$ cat src/rtl/spi_hs_pkg.sv
package spi_hs_pkg;

    typedef enum logic [2:0] {
        ST_IDLE,
        ST_LEAD,
        ST_LOW,
        ST_HIGH,
        ST_GAP,
        ST_RESP
    } spi_state_e;

    // Whole system cycles covering a time in ns, rounded up, never below one.
    function automatic int ns_to_cycles(input longint ns, input longint hz);
        longint c;
        c = (ns * hz + 64'd999_999_999) / 64'd1_000_000_000;
        if (c < 1) c = 1;
        return int'(c);
    endfunction

    function automatic int max_int(input int a, input int b);
        return (a > b) ? a : b;
    endfunction

endpackage

$ cat src/rtl/spi_hs_phase_timer.sv
module spi_hs_phase_timer #(
    parameter int CW = 4
) (
    input  logic          clk,
    input  logic          rst,
    input  logic          load,
    input  logic [CW-1:0] load_val,
    output logic          done
);
    logic [CW-1:0] cnt;

    always_ff @(posedge clk) begin
        if (rst)
            cnt <= '0;
        else if (load)
            cnt <= load_val;
        else if (cnt != '0)
            cnt <= cnt - CW'(1);
    end

    assign done = (cnt == '0);
endmodule

$ cat src/rtl/spi_hs_lane.sv
module spi_hs_lane #(
    parameter int MAX_BITS = 16,
    parameter int IW       = 4
) (
    input  logic                clk,
    input  logic                rst,
    input  logic                load,
    input  logic [MAX_BITS-1:0] wdata,
    input  logic                drive_en,
    input  logic [IW-1:0]       drive_idx,
    input  logic                sample_en,
    input  logic [IW-1:0]       sample_idx,
    input  logic                sdi,
    output logic                sdo,
    output logic [MAX_BITS-1:0] rdata
);
    logic [MAX_BITS-1:0] tx_q;

    always_ff @(posedge clk) begin
        if (rst) begin
            tx_q  <= '0;
            rdata <= '0;
            sdo   <= 1'b0;
        end else begin
            if (load) begin
                tx_q  <= wdata;
                rdata <= '0;
            end
            if (drive_en)
                sdo <= tx_q[drive_idx];
            if (sample_en)
                rdata[sample_idx] <= sdi;
        end
    end
endmodule

$ cat src/rtl/spi_hs_len_mask.sv
module spi_hs_len_mask #(
    parameter int MAX_BITS = 16,
    parameter int LW       = 5
) (
    input  logic [LW-1:0]       len,
    output logic [MAX_BITS-1:0] mask
);
    for (genvar i = 0; i < MAX_BITS; i++) begin : g_bit
        assign mask[i] = (i < int'(len));
    end
endmodule

$ cat src/rtl/spi_hs_master.sv
module spi_hs_master
    import spi_hs_pkg::*;
#(
    parameter int CLK_HZ   = 125_000_000,
    parameter int SCLK_HZ  = 12_500_000,
    parameter int MAX_BITS = 16,
    parameter int LANES    = 2,
    parameter int LEAD_NS  = 20,
    parameter int HOLD_NS  = 50,
    parameter int GAP_NS   = 100,
    localparam int LW      = $clog2(MAX_BITS + 1)
) (
    input  logic                      clk,
    input  logic                      rst,
    input  logic                      wr_valid,
    output logic                      wr_ready,
    input  logic [LW-1:0]             wr_len,
    input  logic [LANES*MAX_BITS-1:0] wr_data,
    output logic                      rd_valid,
    input  logic                      rd_ready,
    output logic [LANES*MAX_BITS-1:0] rd_data,
    output logic [MAX_BITS-1:0]       rd_mask,
    output logic                      sclk,
    output logic                      cs_n,
    input  logic [LANES-1:0]          sdi,
    output logic [LANES-1:0]          sdo
);
    localparam int DIV_C  = CLK_HZ / SCLK_HZ;
    localparam int LO_C   = DIV_C / 2;
    localparam int HOLD_C = ns_to_cycles(HOLD_NS, CLK_HZ);
    localparam int HI_C   = max_int(DIV_C - LO_C, HOLD_C);
    localparam int LEAD_C = ns_to_cycles(LEAD_NS, CLK_HZ);
    localparam int GAP_C  = ns_to_cycles(GAP_NS, CLK_HZ);
    localparam int TMAX   = max_int(max_int(LO_C, HI_C), max_int(LEAD_C, GAP_C));
    localparam int CW     = $clog2(TMAX + 1);
    localparam int IW     = (MAX_BITS > 1) ? $clog2(MAX_BITS) : 1;

    if (DIV_C < 4) begin : g_div_chk
        $error("serial clock must be at most a quarter of the system clock");
    end

    spi_state_e    state, nstate;
    logic          tmr_load, tmr_done;
    logic [CW-1:0] tmr_val;
    logic [LW-1:0] len_eff, len_q;
    logic [IW-1:0] idx_q, drive_idx;
    logic          accept, last_bit, drive_en, sample_en;

    assign accept   = (state == ST_IDLE) && wr_valid;
    assign last_bit = (idx_q == '0);

    // Clamp the requested length into 1..MAX_BITS.
    always_comb begin
        if (wr_len == '0)
            len_eff = LW'(1);
        else if (wr_len > LW'(MAX_BITS))
            len_eff = LW'(MAX_BITS);
        else
            len_eff = wr_len;
    end

    // State register
    always_ff @(posedge clk) begin
        if (rst) state <= ST_IDLE;
        else     state <= nstate;
    end

    // Next state and phase timer reload
    always_comb begin
        nstate = state;
        unique case (state)
            ST_IDLE: if (wr_valid)              nstate = ST_LEAD;
            ST_LEAD: if (tmr_done)              nstate = ST_LOW;
            ST_LOW:  if (tmr_done)              nstate = ST_HIGH;
            ST_HIGH: if (tmr_done)              nstate = last_bit ? ST_GAP : ST_LOW;
            ST_GAP:  if (tmr_done)              nstate = ST_RESP;
            ST_RESP: if (rd_ready)              nstate = ST_IDLE;
            default:                            nstate = ST_IDLE;
        endcase
        tmr_load = (nstate != state);
        unique case (nstate)
            ST_LEAD: tmr_val = CW'(LEAD_C - 1);
            ST_LOW:  tmr_val = CW'(LO_C - 1);
            ST_HIGH: tmr_val = CW'(HI_C - 1);
            ST_GAP:  tmr_val = CW'(GAP_C - 1);
            default: tmr_val = '0;
        endcase
    end

    // Outputs decoded from the state register
    always_comb begin
        wr_ready = (state == ST_IDLE);
        rd_valid = (state == ST_RESP);
        cs_n     = !((state == ST_LEAD) || (state == ST_LOW) || (state == ST_HIGH));
        sclk     = (state != ST_LOW);
    end

    // Bit index and latched length
    always_ff @(posedge clk) begin
        if (rst) begin
            idx_q <= '0;
            len_q <= LW'(1);
        end else if (accept) begin
            idx_q <= IW'(len_eff - LW'(1));
            len_q <= len_eff;
        end else if (state == ST_HIGH && nstate == ST_LOW) begin
            idx_q <= idx_q - IW'(1);
        end
    end

    assign drive_en  = ((state == ST_LEAD) || (state == ST_HIGH)) && (nstate == ST_LOW);
    assign drive_idx = (state == ST_LEAD) ? idx_q : idx_q - IW'(1);
    assign sample_en = (state == ST_LOW) && (nstate == ST_HIGH);

    spi_hs_phase_timer #(.CW(CW)) u_timer (
        .clk      (clk),
        .rst      (rst),
        .load     (tmr_load),
        .load_val (tmr_val),
        .done     (tmr_done)
    );

    for (genvar l = 0; l < LANES; l++) begin : g_lane
        spi_hs_lane #(.MAX_BITS(MAX_BITS), .IW(IW)) u_lane (
            .clk        (clk),
            .rst        (rst),
            .load       (accept),
            .wdata      (wr_data[l*MAX_BITS +: MAX_BITS]),
            .drive_en   (drive_en),
            .drive_idx  (drive_idx),
            .sample_en  (sample_en),
            .sample_idx (idx_q),
            .sdi        (sdi[l]),
            .sdo        (sdo[l]),
            .rdata      (rd_data[l*MAX_BITS +: MAX_BITS])
        );
    end

    spi_hs_len_mask #(.MAX_BITS(MAX_BITS), .LW(LW)) u_mask (
        .len  (len_q),
        .mask (rd_mask)
    );
endmodule

$ cat config.mk
export PLATFORM = sky130hd
export DESIGN_NAME = spi_hs_master
export DESIGN_NICKNAME = d
export VERILOG_FILES = /design/src/rtl/spi_hs_pkg.sv /design/src/rtl/spi_hs_phase_timer.sv /design/src/rtl/spi_hs_lane.sv /design/src/rtl/spi_hs_len_mask.sv /design/src/rtl/spi_hs_master.sv
export SDC_FILE = /design/constraint.sdc
export NUM_CORES = 1
export LEC_CHECK = 0
export ABC_CLOCK_PERIOD_IN_PS = 3050
export BUFFER_PORTS_ARGS = -buffer_cell sky130_fd_sc_hd__buf_2
export CORE_MARGIN = 2
export CORE_UTILIZATION = 54
export CTS_CLUSTER_SIZE = 28
export DETAILED_ROUTE_END_ITERATION = 7
export PLACE_DENSITY = 0.81
export SETUP_SLACK_MARGIN = 0.5
export SKIP_LAST_GASP = 1
export SLEW_MARGIN = 10
export SYNTH_ARGS = -nofsm -noshare
export SYNTH_HDL_FRONTEND = slang
export SYNTH_SLANG_ARGS = --single-unit
$ cat constraint.sdc
create_clock -name clk -period 3.05 [get_ports clk]
set_input_delay 0.305 -clock clk [delete_from_list [all_inputs] [get_ports clk]]
set_output_delay 0.305 -clock clk [all_outputs]
set_load 0.05 [all_outputs]
==> results of run 1 <==
-- synth_stat cells (all sizes together) (3+ instances only) --
library cell / number / area share (%)
a211oi: 4 / 0.73
a21o: 3 / 0.55
a21oi: 77 / 9.5
and2: 6 / 0.91
and3: 3 / 0.46
buf: 7 / 0.94
clkbuf: 42 / 3.8
dfxtp: 82 / 40
ha: 6 / 1.8
inv: 9 / 0.82
mux2i: 17 / 4.1
nand2: 96 / 8.8
nand2b: 3 / 0.46
nand3: 64 / 7.8
nand3b: 4 / 0.73
nand4: 10 / 1.5
nor2: 24 / 2.2
nor2b: 10 / 1.5
nor3: 10 / 1.2
o21a: 3 / 0.55
o21ai: 9 / 1.1
o21bai: 4 / 0.73
o311ai: 3 / 0.64
or3: 5 / 0.76
xnor2: 6 / 1.3
-- worst paths after layout --
path | from | to | slack [ns] | cells after the start
setup / recovery | idx_q[0] | g_lane[1].u_lane.sdo | 0.70 | 8
hold / removal | wr_data[10] | g_lane[0].u_lane.tx_q[10] | 0.18 | 3
setup reg to reg | idx_q[0] | g_lane[1].u_lane.sdo | 0.70 | 8
hold reg to reg | g_lane[0].u_lane.tx_q[15] | g_lane[0].u_lane.tx_q[15] | 0.46 | 2
-- final cells by class --
type	count	area, sq um
clock buffers	11	131
repair buffers	111	593
well taps	99	124
clock inverters	5	78.8
multi-input cells	398	2270
fillers	625	2460
flip-flops and latches	82	1640
inverters	9	33.8
-- power breakdown --
part / internal [mW] / switching [mW]
sequential: 1.21 / 0.129
combinational: 0.730 / 1.27
clock: 0.461 / 0.386
total: 2.40 / 1.78
-- worst reg2reg max path: stages, from the launching register on --
cell	delay (ns)
dfxtp_1	0.32
buf_4	0.23
inv_1	0.17
ha_4	0.38
mux2i_1	0.09
mux4_2	0.48
o32ai_1	0.29
a21oi_1	0.11
a211oi_1	0.20
-- state kept, by name (all words and copies together) (netlist names) --
register             count
g_lane.u_lane.rdata     32
len_q                    5
g_lane.u_lane.tx_q      32
u_timer.cnt              4
idx_q                    4
g_lane.u_lane.sdo        2
state                    3
-- metal layers --
metal	track usage (%)	vias up	part of all wire, %
li1	-	2023	-
met1	32.0	1861	45
met2	40.1	145	48
met3	4.32	14	5.2
met4	9.22	0	1.1
met5	0	-	0
-- metrics by stage --
| step | area, sq um | worst slack (ns) |
|---|---|---|
| floorplan | 4120 | 0.560 |
| global placement | 4600 | 0.590 |
| detailed placement | 4600 | 0.507 |
| CTS | 4820 | 0.535 |
| global route | 4870 | 0.501 |
| finish | 4870 | 0.697 |
-- cell families after synthesis --
| group | count (synthesis) | synth area share, % |
|---|---|---|
| simple gates | 245 | 28.3 |
| compound gates | 119 | 17.4 |
| flops | 82 | 39.9 |
| buf+inv | 58 | 5.60 |
| mux | 20 | 5.23 |
| xor+xnor | 8 | 1.70 |
| fa+ha+maj | 6 | 1.82 |
-- cell usage in the layout (no fill, tap or decap), types with 5 or more instances in the layout --
| cell type | instances |
|---|---|
| buf_2 | 96 |
| nand2_1 | 95 |
| dfxtp_1 | 82 |
| a21oi_1 | 76 |
| nand3_1 | 64 |
| nor2_1 | 24 |
| mux2i_1 | 17 |
| buf_4 | 15 |
| nor2b_1 | 10 |
| nand4_1 | 10 |
| inv_1 | 9 |
| nor3_1 | 9 |
| o21ai_0 | 9 |
| clkbuf_8 | 9 |
| xnor2_1 | 6 |
| and2_1 | 6 |
| or3_1 | 5 |
| ha_1 | 5 |
-- timing repair --
action                                  CTS  global route
endpoints found under the hold margin     0             0
pin swaps                                 0             1
buffers inserted                          0             5
hold buffers                              0             0
resized for setup                         1             2
endpoints found under the setup margin    1            31
cloned                                    0             0
==> impl_results.html, run 1 <==
<table>
<tr><th>Metric</th><th>Value</th></tr>
<tr><th colspan="2">Yosys</th></tr>
<tr><td>Count of unique library cells instantiated by Yosys</td><td>53</td></tr>
<tr><td>Seq/Total Area, Yosys</td><td>about two fifths</td></tr>
<tr><td>Post-synth net total</td><td>587</td></tr>
<tr><td>Number of warnings reported in the yosys synthesis log</td><td>0</td></tr>
<tr><td>EDFF count, synth</td><td>0</td></tr>
<tr><td>Commonest register cell after synthesis</td><td>dfxtp_1</td></tr>
<tr><td>Register bit total from synthesis</td><td>between 80 and 90</td></tr>
<tr><td>Number of instances in the synthesized netlist</td><td>538</td></tr>
<tr><td>Syn Std Cell Area</td><td>4110 sq um</td></tr>
<tr><td>Share of synthesized registers carrying an async set or reset</td><td>0%</td></tr>
<tr><td>Mapped Avg Cell Area</td><td>approximately 7.6 sq um</td></tr>
<tr><th colspan="2">GRT</th></tr>
<tr><td>Pin count of the biggest net entering global routing</td><td>64</td></tr>
<tr><td>Total global routing track utilization</td><td>24.4%</td></tr>
<tr><td>First-pass GRT wire length</td><td>17.0 mm</td></tr>
<tr><td>Remaining global-route overflow</td><td>0</td></tr>
<tr><td>Vias in the first global route</td><td>between 3k and 4k</td></tr>
<tr><td>Initial antenna violation count</td><td>0</td></tr>
<tr><th colspan="2">Clock network</th></tr>
<tr><td>Clock buffers created by TritonCTS</td><td>9</td></tr>
<tr><td>Clock tree from TritonCTS</td><td>done</td></tr>
<tr><td>Clock latency on the worst-skew pair</td><td>approximately 0.35 ns</td></tr>
<tr><td>Clock input transition at the sequential cells of the worst setup and hold paths</td><td>0.08 ns</td></tr>
<tr><td>Total number of H-tree levels</td><td>3</td></tr>
<tr><td>Clock tree buffer depth</td><td>2</td></tr>
<tr><td>Clock root buffer master</td><td>clkbuf_8</td></tr>
<tr><td>Number of sinks driven by the clock tree</td><td>82</td></tr>
<tr><th colspan="2">STA</th></tr>
<tr><td>Number of max-slew violations in the final report</td><td>0</td></tr>
<tr><td>Rel. slew slack</td><td>25.0%</td></tr>
<tr><td>Post-route fraction of the period consumed by the critical path</td><td>77.2%</td></tr>
<tr><td>Setup violators final</td><td>0</td></tr>
<tr><td>Slew of the pin with the lowest slew margin</td><td>1.12 ns</td></tr>
<tr><td>Clock skew</td><td>0.00692 ns</td></tr>
<tr><td>Final worst hold slack</td><td>between 0.15 and 0.2 ns</td></tr>
<tr><td>Setup TNS after final layout</td><td>0 ns</td></tr>
<tr><td>Peak clock frequency supported by timing</td><td>approximately 420 MHz</td></tr>
<tr><td>Final Hold Fails</td><td>0</td></tr>
<tr><td>Unrepaired setup endpoints after global routing</td><td>false</td></tr>
<tr><td>Period minus WS final</td><td>2.35 ns</td></tr>
<tr><th colspan="2">Status</th></tr>
<tr><td>Status</td><td>finished, final reports clean</td></tr>
<tr><th colspan="2">Worst setup path</th></tr>
<tr><td>Required time reported for the critical path endpoint</td><td>3.31 ns</td></tr>
<tr><td>CP top delay family</td><td>compound AO/OA/AOI/OAI gates</td></tr>
<tr><td>Category of the most critical setup path</td><td>flop to flop</td></tr>
<tr><td>Count of buffer and inverter cells on the critical path</td><td>2</td></tr>
<tr><td>Biggest cell delay along the critical path</td><td>0.48 ns</td></tr>
<tr><td>Startpoint type of the worst setup path</td><td>flop</td></tr>
<tr><td>Critical path capture point type</td><td>flop</td></tr>
<tr><td>Arrival @ worst endpoint</td><td>about 2.6 ns</td></tr>
<tr><td>Cell with the biggest individual delay on the critical path</td><td>mux4_2</td></tr>
<tr><td>Critical path cell sequence</td><td>buf_4 -&gt; inv_1 -&gt; ha_4 -&gt; mux2i_1 -&gt; mux4_2 -&gt; o32ai_1 -&gt; a21oi_1 -&gt; a211oi_1</td></tr>
<tr><td>Maximum fanout count along the critical path</td><td>18</td></tr>
<tr><th colspan="2">Floorplan</th></tr>
<tr><td>Site Rows</td><td>31</td></tr>
<tr><td>Count of boundary I/O pins</td><td>97</td></tr>
<tr><td>Die outline area</td><td>8330 sq um</td></tr>
<tr><td>Overall die height</td><td>between 90 and 100 microns</td></tr>
<tr><td>Horizontal die dimension</td><td>91.3 microns</td></tr>
<tr><td>Starting density of the core</td><td>a little under three fifths</td></tr>
<tr><td>Core footprint</td><td>roughly 7300 sq um</td></tr>
<tr><th colspan="2">Pwr</th></tr>
<tr><td>Power after layout</td><td>4.18 mW</td></tr>
<tr><td>Largest vdd supply drop</td><td>389 uV</td></tr>
<tr><td>Power density over the cells</td><td>858 nW/um^2</td></tr>
<tr><td>Total leakage power</td><td>2.01 nW</td></tr>
<tr><th colspan="2">Placed design</th></tr>
<tr><td>Number of placed instances with taps included</td><td>about 690</td></tr>
<tr><td>Hpwl dp</td><td>6.97 mm</td></tr>
<tr><td>Final weighted congestion in routability-driven placement</td><td>slightly above 0.8</td></tr>
<tr><td>Number of port buffers</td><td>between 90 and 100</td></tr>
<tr><th colspan="2">Detailed routing</th></tr>
<tr><td>Mean number of vias per cell</td><td>5.65</td></tr>
<tr><td>Wire per inst</td><td>around 14 microns</td></tr>
<tr><td>Residual DRC</td><td>0</td></tr>
<tr><td>Number of iterations in the first detailed-routing pass</td><td>5</td></tr>
<tr><td>Count of routing violations after the opening detailed-route iteration</td><td>roughly 210</td></tr>
<tr><td>Sum of routed wire length over all layers</td><td>10.0 mm</td></tr>
<tr><td>Post-route antenna net violation count</td><td>0</td></tr>
<tr><td>Vias</td><td>4043</td></tr>
<tr><th colspan="2">Final layout</th></tr>
<tr><td>N_diodes</td><td>0</td></tr>
<tr><td>Post-Route Utilization</td><td>between 60 and 70%</td></tr>
<tr><td>Post-route insts no fill</td><td>715</td></tr>
<tr><td>Number of nets at the end of the flow</td><td>660</td></tr>
<tr><td>Area grow syn2layout</td><td>18.4%</td></tr>
<tr><td>Proportion of layout cells with a drive suffix above 1</td><td>22.2%</td></tr>
<tr><th colspan="2">Min path</th></tr>
<tr><td>Tightest Hold Check Type</td><td>input port to flop</td></tr>
<tr><th colspan="2">Flow run</th></tr>
<tr><td>Number of max-cap violations</td><td>0</td></tr>
</table>
(Power assumes the default switching activity.)
==> inputs of run 2 (changes only) <==
--- a/config.mk
+++ b/config.mk
@@ -5,7 +5,7 @@
 export SDC_FILE = /design/constraint.sdc
 export NUM_CORES = 1
 export LEC_CHECK = 0
-export ABC_CLOCK_PERIOD_IN_PS = 3050
+export ABC_CLOCK_PERIOD_IN_PS = 2420
 export BUFFER_PORTS_ARGS = -buffer_cell sky130_fd_sc_hd__buf_2
 export CORE_MARGIN = 2
 export CORE_UTILIZATION = 54
==> constraint.sdc (replaced) <==
create_clock -name clk -period 2.42 [get_ports clk]
set_input_delay 0.242 -clock clk [delete_from_list [all_inputs] [get_ports clk]]
set_output_delay 0.242 -clock clk [all_outputs]
set_load 0.05 [all_outputs]
==> impl_results.html, run 2 (synthesis results as in run 1) <==
<table>
<tr><th>Metric</th><th>Value</th></tr>
<tr><th colspan="2">Final layout</th></tr>
<tr><td>Proportion of layout cells with a drive suffix above 1</td><td>31.7% (+9.5 points)</td></tr>
<tr><td>Number of nets at the end of the flow</td><td>690 (+4.5%)</td></tr>
<tr><td>Area grow syn2layout</td><td>30.2%</td></tr>
<tr><td>Multi-input logic area</td><td>2420 sq um (+6.7%)</td></tr>
<tr><td>Biggest regs</td><td>g_lane.u_lane.rdata: 32 flops, g_lane.u_lane.tx_q: 32 flops, len_q: 5 flops</td></tr>
<tr><td>Seq. cell area</td><td>1660 sq um (+1.2%)</td></tr>
<tr><td>Post-Route Utilization</td><td>73.1% (+6.6 points)</td></tr>
<tr><td>Filler instances</td><td>525 (-16%)</td></tr>
<tr><td>Highest-count cells in the layout ignoring fill and taps</td><td>nand2_1, buf_2, a21oi_1, dfxtp_1, nand3_1</td></tr>
<tr><td>N_diodes</td><td>0 (unchanged)</td></tr>
<tr><td>Most common library cell in the layout ignoring fill and taps</td><td>nand2_1</td></tr>
<tr><th colspan="2">Placed design</th></tr>
<tr><td>Hpwl dp</td><td>7.16 mm (+2.7%)</td></tr>
<tr><td>Final weighted congestion in routability-driven placement</td><td>0.884 (+7.0%)</td></tr>
<tr><td>Number of port buffers</td><td>96 (unchanged)</td></tr>
<tr><th colspan="2">STA</th></tr>
<tr><td>Slew of the pin with the lowest slew margin</td><td>0.768 ns (-0.356 ns)</td></tr>
<tr><td>Final Hold Fails</td><td>0 (unchanged)</td></tr>
<tr><td>Clock skew</td><td>0.0136 ns (+0.00666 ns)</td></tr>
<tr><td>Rel. slew slack</td><td>48.7% (+24 points)</td></tr>
<tr><td>Peak clock frequency supported by timing</td><td>508 MHz (+20%)</td></tr>
<tr><td>Post-route fraction of the period consumed by the critical path</td><td>81.3% (+4.1 points)</td></tr>
<tr><td>Period minus WS final</td><td>1.97 ns (-0.386 ns)</td></tr>
<tr><td>Setup violators final</td><td>0 (unchanged)</td></tr>
<tr><td>Number of max-slew violations in the final report</td><td>0 (unchanged)</td></tr>
<tr><td>Setup TNS after final layout</td><td>0 ns (unchanged)</td></tr>
<tr><td>Final worst hold slack</td><td>0.108 ns (-0.0722 ns)</td></tr>
<tr><td>Unrepaired setup endpoints after global routing</td><td>true</td></tr>
<tr><th colspan="2">Worst setup path</th></tr>
<tr><td>Category of the most critical setup path</td><td>flop to flop</td></tr>
<tr><td>Startpoint type of the worst setup path</td><td>flop</td></tr>
<tr><td>Critical path capture point type</td><td>flop</td></tr>
<tr><td>Maximum fanout count along the critical path</td><td>5 (-13)</td></tr>
<tr><td>Required time reported for the critical path endpoint</td><td>2.71 ns (-0.60 ns)</td></tr>
<tr><td>Arrival @ worst endpoint</td><td>2.25 ns (-0.36 ns)</td></tr>
<tr><th colspan="2">GRT</th></tr>
<tr><td>Vias in the first global route</td><td>3949 (+4.7%)</td></tr>
<tr><td>Initial antenna violation count</td><td>0 (unchanged)</td></tr>
<tr><td>Total global routing track utilization</td><td>26.3% (+1.9 points)</td></tr>
<tr><td>Pin count of the biggest net entering global routing</td><td>60 (-6.3%)</td></tr>
<tr><td>Remaining global-route overflow</td><td>0 (unchanged)</td></tr>
<tr><td>First-pass GRT wire length</td><td>18.1 mm (+6.4%)</td></tr>
<tr><th colspan="2">Min path</th></tr>
<tr><td>Tightest Hold Check Type</td><td>input port to flop</td></tr>
<tr><th colspan="2">Floorplan</th></tr>
<tr><td>Starting density of the core</td><td>56.1% (unchanged)</td></tr>
<tr><td>Die outline area</td><td>8330 sq um (unchanged)</td></tr>
<tr><td>Count of boundary I/O pins</td><td>97 (unchanged)</td></tr>
<tr><td>Site Rows</td><td>31 (unchanged)</td></tr>
<tr><td>Overall die height</td><td>91.3 microns (unchanged)</td></tr>
<tr><td>Horizontal die dimension</td><td>91.3 microns (unchanged)</td></tr>
<tr><td>Core footprint</td><td>7330 sq um (unchanged)</td></tr>
<tr><th colspan="2">Detailed routing</th></tr>
<tr><td>Residual DRC</td><td>0 (unchanged)</td></tr>
<tr><td>Post-route antenna net violation count</td><td>0 (unchanged)</td></tr>
<tr><td>Sum of routed wire length over all layers</td><td>12.0 mm (+20%)</td></tr>
<tr><td>Vias</td><td>4328 (+7.0%)</td></tr>
<tr><td>Wire per inst</td><td>16.2 microns (+15%)</td></tr>
<tr><td>Number of iterations in the first detailed-routing pass</td><td>5 (unchanged)</td></tr>
<tr><td>Count of routing violations after the opening detailed-route iteration</td><td>308 (+47%)</td></tr>
<tr><td>Mean number of vias per cell</td><td>5.81 (+2.7%)</td></tr>
<tr><th colspan="2">Pwr</th></tr>
<tr><td>Total leakage power</td><td>2.23 nW (+11%)</td></tr>
<tr><td>Largest vdd supply drop</td><td>461 uV (+19%)</td></tr>
<tr><td>Power density over the cells</td><td>1140 nW/um^2 (+33%)</td></tr>
<tr><th colspan="2">Clock network</th></tr>
<tr><td>Clock root buffer master</td><td>clkbuf_8</td></tr>
<tr><td>Clock latency on the worst-skew pair</td><td>0.36 ns (about the same)</td></tr>
<tr><td>Number of sinks driven by the clock tree</td><td>82 (unchanged)</td></tr>
<tr><td>Total of hold buffers inserted after clock tree synthesis</td><td>0 (unchanged)</td></tr>
<tr><td>Clock tree buffer depth</td><td>2 (unchanged)</td></tr>
<tr><td>Clock tree from TritonCTS</td><td>done</td></tr>
<tr><td>Clock input transition at the sequential cells of the worst setup and hold paths</td><td>0.09 ns (about the same)</td></tr>
<tr><td>Total number of H-tree levels</td><td>3 (unchanged)</td></tr>
<tr><td>Clock buffers created by TritonCTS</td><td>9 (unchanged)</td></tr>
<tr><th colspan="2">Status</th></tr>
<tr><td>Status</td><td>finished, final reports clean</td></tr>
<tr><th colspan="2">Flow run</th></tr>
<tr><td>Number of max-cap violations</td><td>0 (unchanged)</td></tr>
</table>
==> run 2: cell count changes in the layout (fill, tap and decap cells not counted), sizes merged <==
cell and change:
buf +28, clkbuf +3, clkinv -2, clkinvlp +1
==> run 2: through the flow <==
step / power (mW) / cells / setup WS (ns) / area (sq um)
after global routing: 6.37 / 745 / 0.299 / 5360
final: 6.09 / 745 / 0.453 / 5360
after global placement: 4.12 / 699 / 0.295 / 4690
after CTS: 5.59 / 727 / 0.472 / 5100
after floorplan: 3.66 / 538 / 0.373 / 4190
after detailed placement: 4.19 / 699 / 0.218 / 4690
==> run 2: what timing repair did <==
action / in CTS / in global routing
resized for setup: 25 / 39
setup buffers: 12 / 16
pin swaps: 2 / 10
gates cloned: 0 / 2
endpoints found under the setup margin: 41 / 43
==> run 2: critical path, stage by stage (launching register included) <==
cell      delay (ns)
dfxtp_4         0.37
buf_12          0.13
nor3b_2         0.17
buf_4           0.19
mux4_2          0.54
o32ai_2         0.21
a21oi_1         0.09
a211oi_1        0.18
==> run 2: power by group <==
part	switching [mW]	leakage [nW]	internal (mW)
registers	0.180	0.673	1.54
logic	1.88	1.45	1.35
clock network	0.500	0.112	0.643
total	2.56	2.23	3.53
==> run 2: routing by layer <==
layer | GRT usage, % | share of wire, %
met5 | 0 | 0
met4 | 13.1 | 3.2
met3 | 4.56 | 5.7
met2 | 43.6 | 49
met1 | 32.8 | 42
==> run 2: area by class of cell <==
cell class	count	area share, %
multi-input combinational	398	45.2
sequential	82	31.0
timing repair buffer	141	16.4
clock buffer	12	2.92
tap	99	2.31
clock inverter	4	1.36
inverter	9	0.724
==> run 2: worst paths after layout <==
check / startpoint / endpoint / slack (ns) / depth (start not counted)
max: state[1] / g_lane[1].u_lane.sdo / 0.45 / 7
min: wr_data[14] / g_lane[0].u_lane.tx_q[14] / 0.11 / 3
max reg2reg: state[1] / g_lane[1].u_lane.sdo / 0.45 / 7
min reg2reg: g_lane[0].u_lane.tx_q[10] / g_lane[0].u_lane.tx_q[10] / 0.46 / 2
